[src/rtl/lsq_pkg.sv]
package lsq_pkg;

    parameter int unsigned SEQ_W = 16;

    typedef logic [SEQ_W-1:0] seq_t;

    typedef enum logic {
        KIND_LOAD  = 1'b0,
        KIND_STORE = 1'b1
    } acc_kind_e;

    typedef struct packed {
        logic      valid;
        acc_kind_e kind;
        seq_t      seq;
    } alloc_req_t;

    // Next slot in a ring of n slots.
    function automatic int unsigned ring_inc(input int unsigned idx, input int unsigned n);
        return (idx + 1 == n) ? 0 : idx + 1;
    endfunction

    // Previous slot in a ring of n slots.
    function automatic int unsigned ring_dec(input int unsigned idx, input int unsigned n);
        return (idx == 0) ? n - 1 : idx - 1;
    endfunction

    function automatic int unsigned min_u(input int unsigned a, input int unsigned b);
        return (a < b) ? a : b;
    endfunction

endpackage

[src/rtl/lsq_ring.sv]
module lsq_ring
    import lsq_pkg::*;
#(
    parameter int unsigned N          = 5,
    parameter bit          TRACK_ELIG = 1'b0,
    localparam int unsigned IW        = $clog2(N),
    localparam int unsigned CW        = $clog2(N + 1)
) (
    input  logic          clk,
    input  logic          rst,
    input  logic          push,
    input  seq_t          push_seq,
    input  logic          pop_head,
    input  logic          pop_tail,
    input  logic          mark_en,
    input  seq_t          mark_bound,
    output logic [IW-1:0] tail_idx,
    output logic [CW-1:0] count,
    output seq_t          head_seq,
    output seq_t          last_seq,
    output logic          head_elig,
    output logic          last_elig
);

    seq_t          seq_q [N];
    logic [N-1:0]  elig_q;
    logic [IW-1:0] head_q;
    logic [IW-1:0] tail_q;
    logic [IW-1:0] last_idx;
    logic [CW-1:0] count_q;

    always_comb begin
        last_idx = IW'(ring_dec(int'(tail_q), N));
    end

    always_ff @(posedge clk) begin
        if (rst) begin
            head_q  <= '0;
            tail_q  <= '0;
            count_q <= '0;
        end else begin
            if (push) begin
                tail_q <= IW'(ring_inc(int'(tail_q), N));
            end else if (pop_tail) begin
                tail_q <= last_idx;
            end
            if (pop_head) begin
                head_q <= IW'(ring_inc(int'(head_q), N));
            end
            count_q <= count_q + CW'(push) - CW'(pop_head) - CW'(pop_tail);
        end
    end

    always_ff @(posedge clk) begin
        if (push) begin
            seq_q[tail_q] <= push_seq;
        end
    end

    generate
        if (TRACK_ELIG) begin : g_elig
            always_ff @(posedge clk) begin
                if (rst) begin
                    elig_q <= '0;
                end else begin
                    for (int i = 0; i < int'(N); i++) begin
                        if (push && (int'(tail_q) == i)) begin
                            elig_q[i] <= 1'b0;
                        end else if (mark_en && (seq_q[i] <= mark_bound)) begin
                            elig_q[i] <= 1'b1;
                        end
                    end
                end
            end
        end else begin : g_no_elig
            logic unused_mark;
            assign unused_mark = ^{mark_en, mark_bound};
            assign elig_q      = '0;
        end
    endgenerate

    assign tail_idx  = tail_q;
    assign count     = count_q;
    assign head_seq  = seq_q[head_q];
    assign last_seq  = seq_q[last_idx];
    assign head_elig = elig_q[head_q];
    assign last_elig = elig_q[last_idx];

endmodule

[src/rtl/lsq_commit_ctl.sv]
module lsq_commit_ctl
    import lsq_pkg::*;
(
    input  logic clk,
    input  logic rst,
    input  logic commit_valid,
    input  seq_t commit_seq,
    input  logic hold,
    input  logic lq_nonempty,
    input  seq_t lq_head_seq,
    output logic bound_valid,
    output seq_t bound,
    output logic ld_pop
);

    logic bound_valid_q;
    seq_t bound_q;

    always_ff @(posedge clk) begin
        if (rst) begin
            bound_valid_q <= 1'b0;
            bound_q       <= '0;
        end else if (commit_valid) begin
            bound_valid_q <= 1'b1;
            bound_q       <= commit_seq;
        end
    end

    assign bound_valid = bound_valid_q;
    assign bound       = bound_q;
    assign ld_pop      = bound_valid_q && !hold && lq_nonempty && (lq_head_seq <= bound_q);

endmodule

[src/rtl/lsq_squash_ctl.sv]
module lsq_squash_ctl
    import lsq_pkg::*;
(
    input  logic clk,
    input  logic rst,
    input  logic squash_valid,
    input  seq_t squash_seq,
    input  logic lq_nonempty,
    input  seq_t lq_last_seq,
    input  logic sq_nonempty,
    input  seq_t sq_last_seq,
    input  logic sq_last_elig,
    output logic busy,
    output logic ld_remove,
    output logic st_remove
);

    logic busy_q;
    seq_t bound_q;

    assign ld_remove = busy_q && lq_nonempty && (lq_last_seq > bound_q);
    assign st_remove = busy_q && sq_nonempty && !sq_last_elig && (sq_last_seq > bound_q);

    always_ff @(posedge clk) begin
        if (rst) begin
            busy_q  <= 1'b0;
            bound_q <= '0;
        end else if (squash_valid) begin
            busy_q  <= 1'b1;
            bound_q <= squash_seq;
        end else begin
            busy_q  <= ld_remove || st_remove;
        end
    end

    assign busy = busy_q;

endmodule

[src/rtl/lsq_alloc_tracker.sv]
module lsq_alloc_tracker
    import lsq_pkg::*;
#(
    parameter int unsigned  LQ_CAP = 4,
    parameter int unsigned  SQ_CAP = 3,
    localparam int unsigned LQ_N   = LQ_CAP + 1,
    localparam int unsigned SQ_N   = SQ_CAP + 1,
    localparam int unsigned LQ_IW  = $clog2(LQ_N),
    localparam int unsigned SQ_IW  = $clog2(SQ_N),
    localparam int unsigned LQ_CW  = $clog2(LQ_N + 1),
    localparam int unsigned SQ_CW  = $clog2(SQ_N + 1)
) (
    input  logic                  clk,
    input  logic                  rst,
    input  logic                  alloc_valid,
    input  logic                  alloc_is_store,
    input  logic [SEQ_W-1:0]      alloc_seq,
    input  logic                  commit_valid,
    input  logic [SEQ_W-1:0]      commit_seq,
    input  logic                  squash_valid,
    input  logic [SEQ_W-1:0]      squash_seq,
    input  logic                  store_retire,
    output logic                  alloc_ok,
    output logic                  alloc_err,
    output logic [LQ_IW-1:0]      alloc_lq_idx,
    output logic [SQ_IW-1:0]      alloc_sq_idx,
    output logic                  alloc_sq_none,
    output logic [LQ_CW-1:0]      lq_count,
    output logic [SQ_CW-1:0]      sq_count,
    output logic [LQ_CW-1:0]      free_count,
    output logic                  squash_busy,
    output logic                  sq_head_ready
);

    alloc_req_t      req;
    logic            lq_full, sq_full, target_full, blocked;
    logic            lq_push, sq_push, sq_pop_head;
    logic            ld_pop, ld_remove, st_remove, busy;
    logic            bound_valid;
    seq_t            bound;
    logic [LQ_IW-1:0] lq_tail;
    logic [SQ_IW-1:0] sq_tail;
    logic [LQ_CW-1:0] lq_cnt;
    logic [SQ_CW-1:0] sq_cnt;
    seq_t            lq_head_seq, lq_last_seq, sq_head_seq, sq_last_seq;
    logic            lq_head_elig, lq_last_elig, sq_head_elig, sq_last_elig;
    logic            unused_ring;

    always_comb begin
        req.valid = alloc_valid;
        req.kind  = alloc_is_store ? KIND_STORE : KIND_LOAD;
        req.seq   = alloc_seq;
    end

    assign lq_full     = (int'(lq_cnt) == int'(LQ_CAP));
    assign sq_full     = (int'(sq_cnt) == int'(SQ_CAP));
    assign target_full = (req.kind == KIND_STORE) ? sq_full : lq_full;
    assign blocked     = busy || squash_valid;

    assign alloc_ok  = req.valid && !blocked && !target_full;
    assign alloc_err = req.valid && !blocked && target_full;
    assign lq_push   = alloc_ok && (req.kind == KIND_LOAD);
    assign sq_push   = alloc_ok && (req.kind == KIND_STORE);

    assign sq_pop_head = store_retire && (sq_cnt != '0) && sq_head_elig;

    lsq_ring #(.N(LQ_N), .TRACK_ELIG(1'b0)) u_lq (
        .clk        (clk),
        .rst        (rst),
        .push       (lq_push),
        .push_seq   (req.seq),
        .pop_head   (ld_pop),
        .pop_tail   (ld_remove),
        .mark_en    (1'b0),
        .mark_bound (bound),
        .tail_idx   (lq_tail),
        .count      (lq_cnt),
        .head_seq   (lq_head_seq),
        .last_seq   (lq_last_seq),
        .head_elig  (lq_head_elig),
        .last_elig  (lq_last_elig)
    );

    lsq_ring #(.N(SQ_N), .TRACK_ELIG(1'b1)) u_sq (
        .clk        (clk),
        .rst        (rst),
        .push       (sq_push),
        .push_seq   (req.seq),
        .pop_head   (sq_pop_head),
        .pop_tail   (st_remove),
        .mark_en    (bound_valid),
        .mark_bound (bound),
        .tail_idx   (sq_tail),
        .count      (sq_cnt),
        .head_seq   (sq_head_seq),
        .last_seq   (sq_last_seq),
        .head_elig  (sq_head_elig),
        .last_elig  (sq_last_elig)
    );

    assign unused_ring = ^{lq_head_elig, lq_last_elig, sq_head_seq};

    lsq_commit_ctl u_commit (
        .clk          (clk),
        .rst          (rst),
        .commit_valid (commit_valid),
        .commit_seq   (commit_seq),
        .hold         (busy),
        .lq_nonempty  (lq_cnt != '0),
        .lq_head_seq  (lq_head_seq),
        .bound_valid  (bound_valid),
        .bound        (bound),
        .ld_pop       (ld_pop)
    );

    lsq_squash_ctl u_squash (
        .clk          (clk),
        .rst          (rst),
        .squash_valid (squash_valid),
        .squash_seq   (squash_seq),
        .lq_nonempty  (lq_cnt != '0),
        .lq_last_seq  (lq_last_seq),
        .sq_nonempty  (sq_cnt != '0),
        .sq_last_seq  (sq_last_seq),
        .sq_last_elig (sq_last_elig),
        .busy         (busy),
        .ld_remove    (ld_remove),
        .st_remove    (st_remove)
    );

    assign alloc_lq_idx  = lq_tail;
    assign alloc_sq_idx  = sq_tail;
    assign alloc_sq_none = (req.kind == KIND_LOAD) && (sq_cnt == '0);
    assign lq_count      = lq_cnt;
    assign sq_count      = sq_cnt;
    assign free_count    = LQ_CW'(min_u(LQ_CAP - int'(lq_cnt), SQ_CAP - int'(sq_cnt)));
    assign squash_busy   = busy;
    assign sq_head_ready = (sq_cnt != '0) && sq_head_elig;

endmodule

[config.mk]
export PLATFORM = sky130hd
export DESIGN_NAME = lsq_alloc_tracker
export DESIGN_NICKNAME = d
export VERILOG_FILES = /design/src/rtl/lsq_pkg.sv /design/src/rtl/lsq_ring.sv /design/src/rtl/lsq_commit_ctl.sv /design/src/rtl/lsq_squash_ctl.sv /design/src/rtl/lsq_alloc_tracker.sv
export SDC_FILE = /design/constraint.sdc
export NUM_CORES = 1
export LEC_CHECK = 0
export BUFFER_PORTS_ARGS = -buffer_cell sky130_fd_sc_hd__buf_2
export CAP_MARGIN = 20
export CORE_UTILIZATION = 42
export DETAILED_ROUTE_END_ITERATION = 10
export GPL_TIMING_DRIVEN = 0
export HOLD_SLACK_MARGIN = 0.03
export SYNTH_ARGS = -nofsm -noshare
export SYNTH_HDL_FRONTEND = slang
export SYNTH_HIERARCHICAL = 1
export SYNTH_SLANG_ARGS = --single-unit
[constraint.sdc]
create_clock -name clk -period 12.1 [get_ports clk]
set_clock_uncertainty 0.2 [all_clocks]
set_input_delay 0.605 -clock clk [delete_from_list [all_inputs] [get_ports clk]]
set_output_delay 0.605 -clock clk [all_outputs]
set_load 0.03 [all_outputs]
==> summary.md <==
| Metric | Value |
|---|---|
| CP most frequent cell | inv_1 |
| GRT Util Overall | 21.0% |
| Nets | 1191 |
| Avg WL per Cell | 21.3 um |
| Placed Area | 0.0122 sq mm |
| Hold Path Stages | 3 |
| Gpl congestion | 0.870 |
| Post-cts sizing count | 0 |
| Die W | 167 um |
| H-tree depth | 1 |
| Final core occ | 49.0% |
| Area grow syn2layout | 13.2% |
| P per Cell Area | 148 mW/mm^2 |
| Slew Limit Fails | 0 |
| Core area | 0.0263 sq mm |
| Final setup violation count | 0 |
| Final worst-path cycle share | 54.9% |
| Initial drt markers | 324 |
| Post-Route Setup TNS | 0 ps |
| Reg2Reg Setup Slack | 5460 ps |
| Relative slew slack | 28.0% |
| Cts hold-fix bufs | 0 |
| CP Class | reg -> reg |
| Status | finished with violations |
| Syn Area/Cell | 12.7 sq um |
| CP Capture Type | register |
| Largest net degree at the start of global routing | 18 |
| Most frequent cells in the layout | edfxtp_1, ha_1, buf_2 |
| Gate power share | 25.9% |
| Commonest non-fill, non-tap cell in the layout | edfxtp_1 |
| Total of max-cap violations | 0 |
| Worst skew pair latency | 500 ps |
| WHS Endpoint | u_commit/bound[12] |
| Clk root buf | clkbuf_16 |
| Core Rows | 59 |
| Crit-path cells | buf_2, buf_2, buf_1, inv_1, ha_1, clkbuf_1, buf_1, a21oi_1, ha_1, nand4_1, or2_2, a211oi_1, o31ai_1, inv_1, inv_1, fa_1, inv_1, ha_1, inv_1, ha_1, xor2_1, xnor2_1, nor2_1 |
| Failing checks | design-rule violations |
| CP Max Fanout | 10 |
| Tmin final | 6640 ps |
| Net Sw Frac | 29.9% |
| Longest Clk Path Bufs | 3 |
| Antenna Violating Nets Remaining | 0 |
| R2r startpoint | u_sq/tail_idx[0] |
| DR pass1 iterations | 8 |
| Worst-Margin Slew | 1080 ps |
| Post-CTS Setup Bufs | 0 |
| Die Y | 167 um |
| Critical path arrival | 6810 ps |
| Critical Path Max Stage Delay | 560 ps |
| Synth Cell Area | 0.0114 sq mm |
| Clk pwr share | 33.2% |
| Total die area | 0.0277 sq mm |
| Routed vias | 7521 |
| Drc violations | 1 |
| Leakage | 5.03 nW |
| Worst Hold Launch | commit_seq[12] |
| Layout cells sized above 1 | 19.8% |
| Post-Synthesis Cells | 898 |
| Worst min path class | in -> reg |
| CTS buffer count | 23 |
| YS warnings | 6 |
| Vias per inst | 5.57 |
| Initial antenna violation count | 0 |
| Gr ovfl total | 0 |
| Worst Reg-to-Reg Cells | 23 |
| Critical path required time | 12270 ps |
| Diodes inserted | 0 |
| RR Endpoint | u_sq/count[2] |
| IO buf count | 72 |
| Final WL | 28800 um |
| Sequential power share | 40.9% |
| Critical path's slowest cell | buf_1 |
| RSZ-0062 raised after global routing | no |
| Int Pwr | 1.34 mW |
| Maximum VDD drop | 93.8 uV |
| Design Area, Final | 0.0129 sq mm |
| Ports | 74 |
| First-pass GRT wire length | 44600 um |
| Number of global-route vias before repair | 7731 |
| Final Hold Fails | 0 |
| CTS tree | yes |
| Clock transition at path regs | 60 ps |
| DP Wirelength | 22400 um |
| Hold Worst Slack | 136 ps |
| Net switching power | 0.572 mW |
| Initial Utilization | 43.3% |
| Post-Syn Nets | 1090 |
| Sink Count | 201 |
| Max Freq | 151 MHz |
| Critical Path Start Type | register |
cell type report:
class / instances / area (sq um)
repair buffers: 76 / 402
plain buffers: 30 / 166
fillers: 2363 / 13400
clock inverters: 2 / 8.76
clock buffers: 39 / 666
inverters: 81 / 304
flip-flops and latches: 201 / 5470
multi-input cells: 586 / 5450
well taps: 335 / 419
worst max-delay path: cells and delay by family (launching register included):
| family | cells | cell delay [ps] |
|---|---|---|
| AOI/OAI and AO/OA | 3 | 620 |
| xor gates and xnor gates | 2 | 320 |
| adders and majority gates | 5 | 1570 |
| buffers and inverters | 10 | 2780 |
| DFF | 1 | 380 |
| and+or+nand+nor | 3 | 580 |
state kept, by name, indices dropped and copies added (netlist names), 2 cells and up, named ones only:
name	count
u_sq/seq_q	64
u_sq/head_q	2
u_sq/elig_q	4
u_lq/seq_q	80
u_commit/bound	16
u_lq/head_q	3
u_sq/count	3
u_sq/tail_idx	2
u_lq/tail_idx	3
u_squash/bound_q	16
u_lq/count	3
per-stage QoR:
stage	total power, mW	setup WS [ps]	cells
after CTS	1.93	5470	1350
after floorplan	1.15	6740	898
final	1.91	5460	1350
after detailed placement	1.29	5470	1309
after global placement	1.28	5580	1305
after global routing	2.01	5130	1350
power groups by stage:
| stage | logic [mW] | clock network, mW | registers, mW |
|---|---|---|---|
| 2_1_floorplan | 0.344 | 0 | 0.804 |
| 6_report | 0.496 | 0.634 | 0.783 |
| 3_5_place_dp | 0.496 | 0 | 0.797 |
| 4_1_cts | 0.499 | 0.649 | 0.783 |
| 5_1_grt | 0.544 | 0.678 | 0.786 |
| 3_3_place_gp | 0.488 | 0 | 0.797 |
metal layers:
| metal | vias to the layer above | routed length [um] | share of wire [%] | track usage [%] |
|---|---|---|---|---|
| met1 | 3732 | 12800 | 45 | 27.7 |
| met5 | - | 0 | 0 | 0 |
| met2 | 131 | 14300 | 49 | 36.8 |
| met4 | 0 | 595 | 2.1 | 5.27 |
| met3 | 40 | 1110 | 3.9 | 2.31 |
| li1 | 3618 | - | - | - |
worst max path at each step:
stage / startpoint / endpoint / slack, ps / cells past startpoint
floorplan: u_lq/tail_idx[0] / u_lq/count[2] / 6740 / 20
global placement: u_sq/tail_idx[0] / u_sq/count[2] / 5580 / 23
detailed placement: u_sq/tail_idx[0] / u_sq/count[2] / 5470 / 23
CTS: u_sq/tail_idx[0] / u_sq/count[2] / 5470 / 23
global route: u_sq/tail_idx[0] / u_sq/count[2] / 5130 / 23
finish: u_sq/tail_idx[0] / u_sq/count[2] / 5460 / 23
Power figures use the tool's default switching activity.
